`config.mk`:
```
export PLATFORM = sky130hd
export DESIGN_NAME = miss_wbuf_alloc
export DESIGN_NICKNAME = d
export VERILOG_FILES = /design/src/rtl/mwa_pkg.sv /design/src/rtl/mwa_queue.sv /design/src/rtl/miss_wbuf_alloc.sv
export SDC_FILE = /design/constraint.sdc
export NUM_CORES = 1
export LEC_CHECK = 0
export ABC_AREA = 1
export BUFFER_PORTS_ARGS = -buffer_cell sky130_fd_sc_hd__buf_4
export CAP_MARGIN = 20
export CORE_MARGIN = 10
export CORE_UTILIZATION = 50
export CTS_CLUSTER_SIZE = 40
export DETAILED_ROUTE_END_ITERATION = 10
export GPL_TIMING_DRIVEN = 0
export MAX_ROUTING_LAYER = met4
export PLACE_DENSITY = 0.66
export SYNTH_ARGS = -nofsm -noshare
export SYNTH_HDL_FRONTEND = slang
export SYNTH_SLANG_ARGS = --single-unit
```
`constraint.sdc`:
```
create_clock -name clk -period 16.76 [get_ports clk]
set_input_delay 3.352 -clock clk [delete_from_list [all_inputs] [get_ports clk]]
set_output_delay 3.352 -clock clk [all_outputs]
set_load 0.02 [all_outputs]
```
`src/rtl/mwa_pkg.sv`:
```
package mwa_pkg;
    typedef enum logic [2:0] {
        OP_ALLOC_MISS = 3'd0,
        OP_ALLOC_UNC  = 3'd1,
        OP_ALLOC_WR   = 3'd2,
        OP_SERVICE    = 3'd3,
        OP_FREE       = 3'd4
    } op_e;

    localparam logic Q_MISS = 1'b0;
    localparam logic Q_WBUF = 1'b1;

    typedef enum logic {
        ST_OPEN    = 1'b0,
        ST_BLOCKED = 1'b1
    } blk_state_e;
endpackage

```
`src/rtl/mwa_queue.sv`:
```
module mwa_queue #(
    parameter int DEPTH  = 4,
    parameter int ADDR_W = 32,
    parameter int SIZE_W = 8,
    parameter int ORD_W  = 16,
    parameter int SLOT_W = 2,
    parameter int CNT_W  = 3
) (
    input  logic              clk,
    input  logic              rst_n,
    input  logic              alloc_en,
    input  logic [ADDR_W-1:0] alloc_addr,
    input  logic [SIZE_W-1:0] alloc_size,
    input  logic [ORD_W-1:0]  alloc_order,
    input  logic              svc_en,
    input  logic              free_en,
    input  logic [SLOT_W-1:0] op_slot,
    input  logic [SLOT_W-1:0] rd_slot,
    output logic              has_free,
    output logic [SLOT_W-1:0] free_slot,
    output logic [CNT_W-1:0]  active_cnt,
    output logic              op_valid,
    output logic              op_insvc,
    output logic              rd_valid,
    output logic              rd_insvc,
    output logic [ADDR_W-1:0] rd_addr,
    output logic [SIZE_W-1:0] rd_size,
    output logic [ORD_W-1:0]  rd_order
);
    logic [DEPTH-1:0]  vld_q;
    logic [DEPTH-1:0]  svc_q;
    logic [ADDR_W-1:0] addr_q  [DEPTH];
    logic [SIZE_W-1:0] size_q  [DEPTH];
    logic [ORD_W-1:0]  order_q [DEPTH];

    logic op_in_range, rd_in_range;
    assign op_in_range = int'(op_slot) < DEPTH;
    assign rd_in_range = int'(rd_slot) < DEPTH;

    // lowest free slot and active count
    always_comb begin
        has_free   = 1'b0;
        free_slot  = '0;
        active_cnt = '0;
        for (int i = DEPTH - 1; i >= 0; i--) begin
            if (!vld_q[i]) begin
                has_free  = 1'b1;
                free_slot = SLOT_W'(i);
            end
            if (vld_q[i] && !svc_q[i]) begin
                active_cnt = active_cnt + 1'b1;
            end
        end
    end

    assign op_valid = op_in_range && vld_q[op_slot];
    assign op_insvc = op_in_range && svc_q[op_slot];
    assign rd_valid = rd_in_range && vld_q[rd_slot];
    assign rd_insvc = rd_in_range && svc_q[rd_slot];
    assign rd_addr  = rd_in_range ? addr_q[rd_slot]  : '0;
    assign rd_size  = rd_in_range ? size_q[rd_slot]  : '0;
    assign rd_order = rd_in_range ? order_q[rd_slot] : '0;

    always_ff @(posedge clk) begin
        if (!rst_n) begin
            vld_q <= '0;
            svc_q <= '0;
        end else begin
            if (alloc_en) begin
                vld_q[free_slot] <= 1'b1;
                svc_q[free_slot] <= 1'b0;
            end
            if (svc_en && op_in_range) begin
                svc_q[op_slot] <= 1'b1;
            end
            if (free_en && op_in_range) begin
                vld_q[op_slot] <= 1'b0;
                svc_q[op_slot] <= 1'b0;
            end
        end
    end

    always_ff @(posedge clk) begin
        if (alloc_en) begin
            addr_q[free_slot]  <= alloc_addr;
            size_q[free_slot]  <= alloc_size;
            order_q[free_slot] <= alloc_order;
        end
    end
endmodule

```
`src/rtl/miss_wbuf_alloc.sv`:
```
module miss_wbuf_alloc #(
    parameter int MISS_DEPTH = 4,
    parameter int WB_DEPTH   = 4,
    parameter int ADDR_W     = 32,
    parameter int SIZE_W     = 8,
    parameter int ORD_W      = 16,
    parameter int BLK_BYTES  = 64,
    localparam int MAX_DEPTH = (MISS_DEPTH > WB_DEPTH) ? MISS_DEPTH : WB_DEPTH,
    localparam int SLOT_W    = (MAX_DEPTH > 1) ? $clog2(MAX_DEPTH) : 1
) (
    input  logic              clk,
    input  logic              rst_n,
    input  logic              cmd_valid,
    input  logic [2:0]        cmd_op,
    input  logic              cmd_queue,
    input  logic [SLOT_W-1:0] cmd_slot,
    input  logic [ADDR_W-1:0] cmd_addr,
    input  logic [SIZE_W-1:0] cmd_size,
    input  logic              cmd_bus,
    output logic              rsp_ok,
    output logic              rsp_err,
    output logic              rsp_queue,
    output logic [SLOT_W-1:0] rsp_slot,
    output logic [ORD_W-1:0]  rsp_order,
    output logic              blk_set,
    output logic              blk_clr,
    output logic              blk_cause,
    output logic              bus_req,
    output logic              bus_cause,
    output logic [1:0]        blk_mask,
    output logic              blocked,
    output logic [1:0]        q_full,
    input  logic              peek_queue,
    input  logic [SLOT_W-1:0] peek_slot,
    output logic              peek_valid,
    output logic              peek_insvc,
    output logic [ADDR_W-1:0] peek_addr,
    output logic [SIZE_W-1:0] peek_size,
    output logic [ORD_W-1:0]  peek_order
);
    import mwa_pkg::*;

    localparam int CNT_W = $clog2(MAX_DEPTH + 1);
    localparam int OFF_W = $clog2(BLK_BYTES);
    localparam logic [SIZE_W-1:0] BLK_SIZE = SIZE_W'(BLK_BYTES);

    // per-queue views
    logic              q_has_free [2];
    logic [SLOT_W-1:0] q_free_slot[2];
    logic [CNT_W-1:0]  q_active   [2];
    logic              q_op_valid [2];
    logic              q_op_insvc [2];
    logic              q_rd_valid [2];
    logic              q_rd_insvc [2];
    logic [ADDR_W-1:0] q_rd_addr  [2];
    logic [SIZE_W-1:0] q_rd_size  [2];
    logic [ORD_W-1:0]  q_rd_order [2];

    // command decode
    logic              tgt;
    logic              is_alloc, is_svc, is_free;
    logic [ADDR_W-1:0] st_addr;
    logic [SIZE_W-1:0] st_size;
    logic              alloc_go, svc_go, free_go, cmd_ok, cmd_err;
    logic [CNT_W-1:0]  tgt_depth, cnt_after;
    logic              full_before, full_after, set_now, clr_now;
    logic [1:0]        mask_q, mask_nxt;
    logic [ORD_W-1:0]  order_q;
    blk_state_e        state_q, state_nxt;

    always_comb begin
        tgt      = cmd_queue;
        is_alloc = 1'b0;
        is_svc   = 1'b0;
        is_free  = 1'b0;
        st_addr  = cmd_addr;
        st_size  = cmd_size;
        unique case (cmd_op)
            OP_ALLOC_MISS: begin
                is_alloc = 1'b1;
                tgt      = Q_MISS;
                st_addr  = {cmd_addr[ADDR_W-1:OFF_W], {OFF_W{1'b0}}};
                st_size  = BLK_SIZE;
            end
            OP_ALLOC_UNC: begin
                is_alloc = 1'b1;
                tgt      = Q_MISS;
            end
            OP_ALLOC_WR: begin
                is_alloc = 1'b1;
                tgt      = Q_WBUF;
            end
            OP_SERVICE: is_svc  = 1'b1;
            OP_FREE:    is_free = 1'b1;
            default: ;
        endcase
    end

    assign alloc_go = cmd_valid && is_alloc && q_has_free[tgt];
    assign svc_go   = cmd_valid && is_svc  && q_op_valid[tgt] && !q_op_insvc[tgt];
    assign free_go  = cmd_valid && is_free && q_op_valid[tgt] &&  q_op_insvc[tgt];
    assign cmd_ok   = alloc_go || svc_go || free_go;
    assign cmd_err  = cmd_valid && !cmd_ok;

    // full tracking around the command
    always_comb begin
        tgt_depth = tgt ? CNT_W'(WB_DEPTH) : CNT_W'(MISS_DEPTH);
        cnt_after = q_active[tgt];
        if (alloc_go) cnt_after = q_active[tgt] + 1'b1;
        if (svc_go)   cnt_after = q_active[tgt] - 1'b1;
        full_before = (q_active[tgt] == tgt_depth);
        full_after  = (cnt_after == tgt_depth);
        set_now     = alloc_go && full_after;
        clr_now     = svc_go && full_before && !full_after;
        mask_nxt    = mask_q;
        if (set_now) mask_nxt[tgt] = 1'b1;
        if (clr_now) mask_nxt[tgt] = 1'b0;
    end

    // two queues, one per cause
    for (genvar g = 0; g < 2; g++) begin : g_q
        localparam int QD = (g == 0) ? MISS_DEPTH : WB_DEPTH;
        logic sel;
        assign sel = (tgt == 1'(g));
        mwa_queue #(
            .DEPTH(QD), .ADDR_W(ADDR_W), .SIZE_W(SIZE_W), .ORD_W(ORD_W),
            .SLOT_W(SLOT_W), .CNT_W(CNT_W)
        ) u_q (
            .clk        (clk),
            .rst_n      (rst_n),
            .alloc_en   (alloc_go && sel),
            .alloc_addr (st_addr),
            .alloc_size (st_size),
            .alloc_order(order_q),
            .svc_en     (svc_go && sel),
            .free_en    (free_go && sel),
            .op_slot    (cmd_slot),
            .rd_slot    (peek_slot),
            .has_free   (q_has_free[g]),
            .free_slot  (q_free_slot[g]),
            .active_cnt (q_active[g]),
            .op_valid   (q_op_valid[g]),
            .op_insvc   (q_op_insvc[g]),
            .rd_valid   (q_rd_valid[g]),
            .rd_insvc   (q_rd_insvc[g]),
            .rd_addr    (q_rd_addr[g]),
            .rd_size    (q_rd_size[g]),
            .rd_order   (q_rd_order[g])
        );
        assign q_full[g] = (q_active[g] == CNT_W'(QD));
    end

    // block state machine: next state
    always_comb begin
        state_nxt = state_q;
        unique case (state_q)
            ST_OPEN:    if (mask_nxt != 2'b00) state_nxt = ST_BLOCKED;
            ST_BLOCKED: if (mask_nxt == 2'b00) state_nxt = ST_OPEN;
            default:    state_nxt = ST_OPEN;
        endcase
    end

    // state register
    always_ff @(posedge clk) begin
        if (!rst_n) begin
            state_q <= ST_OPEN;
            mask_q  <= 2'b00;
            order_q <= '0;
        end else begin
            state_q <= state_nxt;
            mask_q  <= mask_nxt;
            if (alloc_go) order_q <= order_q + 1'b1;
        end
    end

    // registered outputs
    always_ff @(posedge clk) begin
        if (!rst_n) begin
            rsp_ok    <= 1'b0;
            rsp_err   <= 1'b0;
            rsp_queue <= 1'b0;
            rsp_slot  <= '0;
            rsp_order <= '0;
            blk_set   <= 1'b0;
            blk_clr   <= 1'b0;
            blk_cause <= 1'b0;
            bus_req   <= 1'b0;
            bus_cause <= 1'b0;
        end else begin
            rsp_ok    <= cmd_ok;
            rsp_err   <= cmd_err;
            rsp_queue <= tgt;
            rsp_slot  <= alloc_go ? q_free_slot[tgt] : cmd_slot;
            rsp_order <= alloc_go ? order_q : '0;
            blk_set   <= set_now;
            blk_clr   <= clr_now;
            blk_cause <= tgt;
            bus_req   <= alloc_go && cmd_bus;
            bus_cause <= tgt;
        end
    end

    assign blk_mask   = mask_q;
    assign blocked    = (state_q == ST_BLOCKED);
    assign peek_valid = q_rd_valid[peek_queue];
    assign peek_insvc = q_rd_insvc[peek_queue];
    assign peek_addr  = q_rd_addr[peek_queue];
    assign peek_size  = q_rd_size[peek_queue];
    assign peek_order = q_rd_order[peek_queue];
endmodule

```
# Word level (Yosys, flattened, before mapping)
# Memories as Yosys holds them, arrays and structs flattened.
# Index checks and enable logic that the tools add are counted.
# op_classes
bitwise_logic	20
addsub	9
n_lt_le_gt_ge	11
reduce_logical	50
n_eq_ne	8
n_mux	112
# op_table
op	count
32-bit two-way mux	3
4-bit two-way mux	16
16-bit two-way mux	3
1-bit two-way mux	46
3-bit two-way mux	11
8-bit two-way mux	4
1-bit logical AND	31
2-bit two-way mux	14
4-bit bitwise AND	6
16-bit by 1-bit adder with 16-bit output, second input constant	1
1-bit binary-select mux with 2-bit select	8
4-bit OR	4
3-bit by 1-bit adder with 3-bit output, second input constant	5
3-bit equality test, second input constant	5
2-bit by 3-bit less-than comparator with 1-bit output, second input constant	4
4-bit NOT	3
1-bit zero test	11
1-bit demux with 2-bit select	3
3-bit by 2-bit equality test with 1-bit output, second input constant	2
2-bit by 1-bit >= comparator with 1-bit output, second input constant	3
6-bit two-way mux	1
1-bit by 1-bit adder with 2-bit output, second input constant	2
2-bit >= comparator, second input constant	2
1-bit NOT with 2-bit output	2
17 further kinds	20
# totals
ramBits	448
mem_count	6
register_bits	59
wordCells	231
out_inout_bits	89
# memory_table
name	depth	width	read_ports	rd_ports_with_merged_regs	wr	line	source
g_q[0].u_q.addr_q	4	32	1	0	1	mwa_queue.sv:32	logic [ADDR_W-1:0] addr_q [DEPTH];
g_q[1].u_q.addr_q	4	32	1	0	1	mwa_queue.sv:32	
g_q[0].u_q.order_q	4	16	1	0	1	mwa_queue.sv:34	logic [ORD_W-1:0] order_q [DEPTH];
g_q[1].u_q.order_q	4	16	1	0	1	mwa_queue.sv:34	
g_q[0].u_q.size_q	4	8	1	0	1	mwa_queue.sv:33	logic [SIZE_W-1:0] size_q [DEPTH];
g_q[1].u_q.size_q	4	8	1	0	1	mwa_queue.sv:33	

# Logic depth before layout (Yosys ltp)
# logic_depth
ltp_word	23
mapped_depth	22

# Hierarchy
# A second synthesis with hierarchy kept.
# hier_totals
cells_unflattened	1649
hier_area_um2	20686.1
# by_module_without_submodules
mod	area_per_inst_um2	seq_area_each_um2	cells_each	instances
mwa_queue at g_q[1].u_q	8929.8	6886.6	647	1
mwa_queue at g_q[0].u_q	8924.8	6886.6	646	1
miss_wbuf_alloc	2831.5	860.8	356	1

# Least setup slack after synthesis
# Ideal clock, no wire load.
# synth_path
path_type	input -> register
from	input port cmd_op[2]
to	memory g_q[0].u_q.addr_q[0][0], enable pin
arrival_time_ns	7.904
cell_stages	7
setup_slack_ns	8.315
setup_time_ns	0.542
required_ns	16.218
path_cell_list	inv_2 nand2_2 nor2_1 nand2_2 nor2_4 nand2_2 nor3_1
# synth_via
elab_chain_cells	11
word_cells_on_any_way	17
cone_classes	eq/ne: 2; mux: 7; bitwise: 2; reduce/logical: 6
# synth_lines
item	line	source
start, declared	miss_wbuf_alloc.sv:14	input logic [2:0] cmd_op,
3-bit by 1-bit equality test with 1-bit output / 3-bit zero test (equally long branches)	miss_wbuf_alloc.sv:78	unique case (cmd_op)
2-bit OR reduction (no line)	-	
1-bit case mux with 2 select lines	miss_wbuf_alloc.sv:78	
1-bit NOT with 2-bit output (implied by the code)	miss_wbuf_alloc.sv:99	assign alloc_go = cmd_valid && is_alloc && q_has_free[tgt];
1-bit two-way mux (implied by the code) (3 in a row)	miss_wbuf_alloc.sv:99	
1-bit logical AND	miss_wbuf_alloc.sv:99	
1-bit logical AND *	miss_wbuf_alloc.sv:131	.alloc_en (alloc_go && sel),
1-bit two-way mux *	mwa_queue.sv:84	if (alloc_en) begin
1-bit two-way mux (implied by the code) *	mwa_queue.sv:85	addr_q[free_slot] <= alloc_addr;
end, declared	mwa_queue.sv:32	
# Mark *: on every way between the ends. The rest lies on a longest branch, timed or not. The select of a mux whose other input is x is not followed.

# Worst setup path after layout
# layout_path
from	input port peek_slot[0]
to	output port peek_addr[0]
# layout_via
elab_chain_cells	4
word_cells_on_any_way	5
cone_classes	mux: 3; memory: 2
# layout_lines
item	line	source
start, declared	miss_wbuf_alloc.sv:34	input logic [SLOT_W-1:0] peek_slot,
memory 4 x 32 bit	-	
32-bit two-way mux (implied by the code) * (3 in a row)	miss_wbuf_alloc.sv:207	assign peek_addr = q_rd_addr[peek_queue];
end, declared	miss_wbuf_alloc.sv:37	output logic [ADDR_W-1:0] peek_addr,
# Marked as above.

==> results.sh <==
export IMPL_maxCapViolCount=0
export IMPL_drt_initial_drc_count=1388
export IMPL_power_ir_vdd_worst_mv=0.0802
export IMPL_clock_tree_buffer_depth=3
export IMPL_postSynthNetCount=1851
export IMPL_rr_startpoint="g_q[1].u_q.vld_q[1]"
export IMPL_synth_compound_area_share_pct=10.9
export IMPL_timing_final_setup_violations=0
export IMPL_reg2reg_slack_ps=13710
export IMPL_critical_path_cell_count=9
export IMPL_fin_setup_tns_ps=0
export IMPL_clk_root_buffer_cell="clkbuf_16"
export IMPL_whs_ps=528
export IMPL_fin_worst_skew_ps=11.6
export IMPL_synth_yosys_seq_area_share_pct=71.4
export IMPL_total_buffers_and_inverters_traversed_by_the_critical_path=5
export IMPL_die_extent_in_x_um=223
export IMPL_synth_xor_area_share_pct=0.0854
export IMPL_max_freq_mhz=106
export IMPL_num_vias=14256
export IMPL_worst_pin_slew_ps=961
export IMPL_crit_start="peek_slot[0]"
export IMPL_finalCoreUtilization_pct=59.6
export IMPL_design_power_total_mw=2.65
export IMPL_cp_top_family="buffers and inverters"
export IMPL_core_region_area_sq_um=40600
export IMPL_synth_top_family_by_area="simple AND/OR/NAND/NOR gates"
export IMPL_port_buffer_count=138
export IMPL_cts_buffers_inserted=51
export IMPL_gp_congestion=0.861
export IMPL_detail_route_wirelength_um=52400
export IMPL_number_of_synthesized_register_bits=507
export IMPL_avgSynthCellArea_sq_um=11.5
export IMPL_detail_route_vias_per_cell=5.52
export IMPL_global_route_overflow_total=0
export IMPL_cts_resized=0
export IMPL_hold_buffers=0
export IMPL_worstPathMaxFanout=10
export IMPL_first_global_vias=13662
export IMPL_clkSinkCount=507
export IMPL_r2r_cells=11
export IMPL_critical_path_class="in2out"
export IMPL_rsz0062_at_grt="no"
export IMPL_grt_first_pass_wirelength_um=79400
export IMPL_min_delay_path_class="reg2reg"
export IMPL_relSlewSlack_pct=35.6
export IMPL_postSynthCellCount=1790
export IMPL_pre_cts_slack_ps=7460
export IMPL_row_count=74
export IMPL_design_final_nets=2071
export IMPL_num_io_pins=142
export IMPL_die_area_sq_um=49500
export IMPL_synth_top_flop_cell="edfxtp_1"
export IMPL_start_util_pct=50.4
export IMPL_track_usage_pct=20.9
export IMPL_timing_max_transition_violations_final=0
export IMPL_drcViolationCount=0
export IMPL_muxShareOfSynthArea_pct=0
export IMPL_wire_per_inst_um=20.3
export IMPL_synthesis_area_sq_um=20500
export IMPL_synth_enable_flop_cells=448
export IMPL_timing_critical_path_to="peek_addr[0]"
export IMPL_drive_gt1_share_pct=14.6
export IMPL_data_required_time_of_the_worst_path_ps=13410
export IMPL_clk_insertion_delay_late_ps=580
export IMPL_h_tree_depth=2
export IMPL_crit_slowest_cell="clkbuf_1"
export IMPL_dp_hpwl_um=35200
export IMPL_cts_setup_buffers=0
export IMPL_grt_max_degree=29
export IMPL_fin_crit_ps=9390
export IMPL_syn_to_final_growth_pct=18.1
export IMPL_first_pass_iters=5
export IMPL_setup_worst_path_end_class="output pin"
export IMPL_cts_tree="done"
export IMPL_finalHoldViolCount=0
export IMPL_capture_instance_of_the_worst_register_to_register_path="g_q[0].u_q.size_q[0][4]"
export IMPL_die_y_um=223
export IMPL_path_clk_slew_ps=60
export IMPL_outcome="completed"
export IMPL_async_flop_share_pct=0
export IMPL_crit_arrival_ps=6040
export IMPL_power_density_cell_area_nw_per_um2=110
export IMPL_worstSetupStartpointType="primary input"
export IMPL_slowest_delay_ps=720
export IMPL_synth_simple_gate_area_share_pct=13.3
export IMPL_setup_ws_ps=7370
export IMPL_fin_crit_sh_pct=56.0
export IMPL_synthAdderAreaFrac_pct=0.488
export IMPL_ys_types=39
export IMPL_antenna_found_initial=1
export IMPL_crit_path_cell_trace="buf_4 -> buf_2 -> clkbuf_1 -> clkbuf_1 -> nor2_1 -> nor2_1 -> o21ai_0 -> a31oi_1 -> buf_4"
export IMPL_static_leakage_power_nw=8.49
export IMPL_synth_warnings=0
export IMPL_ant_nets=0
[state kept, by name, summed over array words and instances, names as in the netlist, 2 cells and up]
| name | count |
|---|---|
| rsp_slot | 2 |
| g_q.u_q.size_q | 64 |
| blk_mask | 2 |
| rsp_order | 16 |
| order_q | 16 |
| g_q.u_q.svc_q | 8 |
| g_q.u_q.order_q | 128 |
| g_q.u_q.addr_q | 256 |
| g_q.u_q.vld_q | 8 |
[final cells by class]
| cell class | instances | area, sq um |
|---|---|---|
| Fill cell | 3239 | 16400 |
| Sequential cell | 507 | 14600 |
| Multi-Input combinational cell | 1090 | 5130 |
| Timing Repair Buffer | 167 | 1460 |
| Clock buffer | 69 | 1360 |
| Tap cell | 532 | 666 |
| Buffer | 103 | 449 |
| Inverter | 90 | 338 |
| Clock inverter | 24 | 171 |
| Antenna cell | 1 | 2.50 |
[cells by family (layout without fill, tap and decap cells)]
kind of cell | count (synthesis) | in the layout
compound gates | 411 | 411
xor+xnor | 2 | 2
fa+ha+maj | 8 | 8
buf+inv | 193 | 453
flops | 507 | 507
other cells | 0 | 1
simple gates | 669 | 669
[worst register-to-register path, cell delays in order (launching register included)]
cell and delay, ps:
dfxtp_1 290, buf_2 180, nand2_1 100, nor2_1 80, nand3_2 90, nand2_2 90, nor2_4 260, nand2_2 220
nor3_2 770, buf_6 280, buf_6 180, buf_6 200
[stage by stage]
step | instances | area (sq um)
after global placement | 2460 | 22200
after detailed placement | 2489 | 22700
after global routing | 2583 | 24200
final | 2583 | 24200
after floorplan | 1790 | 20500
after CTS | 2582 | 24200
[Yosys cell counts (9+ instances only)]
cell | n | share of area [%]
buf_2 | 11 | 0.27
nand3_1 | 40 | 0.98
inv_1 | 80 | 1.5
clkbuf_1 | 81 | 1.5
nand2_1 | 109 | 2.0
nand2_2 | 14 | 0.43
nor2_1 | 464 | 8.5
nor3_1 | 12 | 0.29
dfxtp_1 | 59 | 5.8
inv_2 | 9 | 0.16
a21oi_1 | 27 | 0.66
a31oi_1 | 60 | 1.8
edfxtp_1 | 448 | 66
o22ai_1 | 60 | 1.8
o21ai_0 | 257 | 6.3
[cells in the final DEF (no fill, tap or decap), types with 2 or more instances in the layout]
master | netlist | final
nor2_1 | 464 | 459
edfxtp_1 | 448 | 448
o21ai_0 | 257 | 257
buf_4 | 2 | 141
nand2_1 | 109 | 109
clkbuf_1 | 81 | 97
inv_1 | 80 | 80
o22ai_1 | 60 | 60
a31oi_1 | 60 | 60
dfxtp_1 | 59 | 59
clkbuf_16 | 0 | 51
nand3_1 | 40 | 40
a21oi_1 | 27 | 27
buf_6 | 4 | 22
nand2_2 | 14 | 14
clkinv_1 | 1 | 13
buf_2 | 11 | 11
inv_2 | 9 | 9
nor3_1 | 12 | 9
nor2_4 | 3 | 8
nand4_1 | 8 | 8
ha_1 | 8 | 8
buf_12 | 0 | 8
clkinv_2 | 0 | 6
nand3_2 | 5 | 5
nor2_2 | 5 | 5
buf_1 | 4 | 4
nor3_2 | 1 | 4
nand2_4 | 2 | 2
a221oi_1 | 2 | 2
xnor2_1 | 2 | 2
nor3b_1 | 2 | 2
inv_6 | 0 | 2
clkbuf_8 | 0 | 2
bufinv_16 | 0 | 2
buf_16 | 0 | 2
[metal layers]
metal,share of wire (%),track usage (%),up-vias
li1,-,-,6789
met1,45,28.0,6848
met2,46,31.9,526
met3,6.7,3.83,93
met4,2.6,6.28,0
met5,0,-,-
[report_power, final]
part           total [mW]  internal (mW)  leakage (nW)  switching, mW
Clock                1.06          0.600         0.748          0.464
Sequential           1.39           1.38          4.54        0.00386
Combinational       0.204         0.0653          3.20          0.138
Total                2.65           2.05          8.49          0.606
[worst min path at each step]
stage,from,to,depth (start not counted)
after floorplan,g_q[1].u_q.svc_q[2],g_q[1].u_q.svc_q[2],2
after detailed placement,g_q[0].u_q.svc_q[2],g_q[0].u_q.svc_q[2],2
after global routing,g_q[0].u_q.vld_q[3],g_q[0].u_q.vld_q[3],2
final,g_q[0].u_q.svc_q[2],g_q[0].u_q.svc_q[2],2
after global placement,g_q[0].u_q.svc_q[2],g_q[0].u_q.svc_q[2],2
after CTS,g_q[0].u_q.svc_q[2],g_q[0].u_q.svc_q[2],2
(Power assumes the default switching activity.)
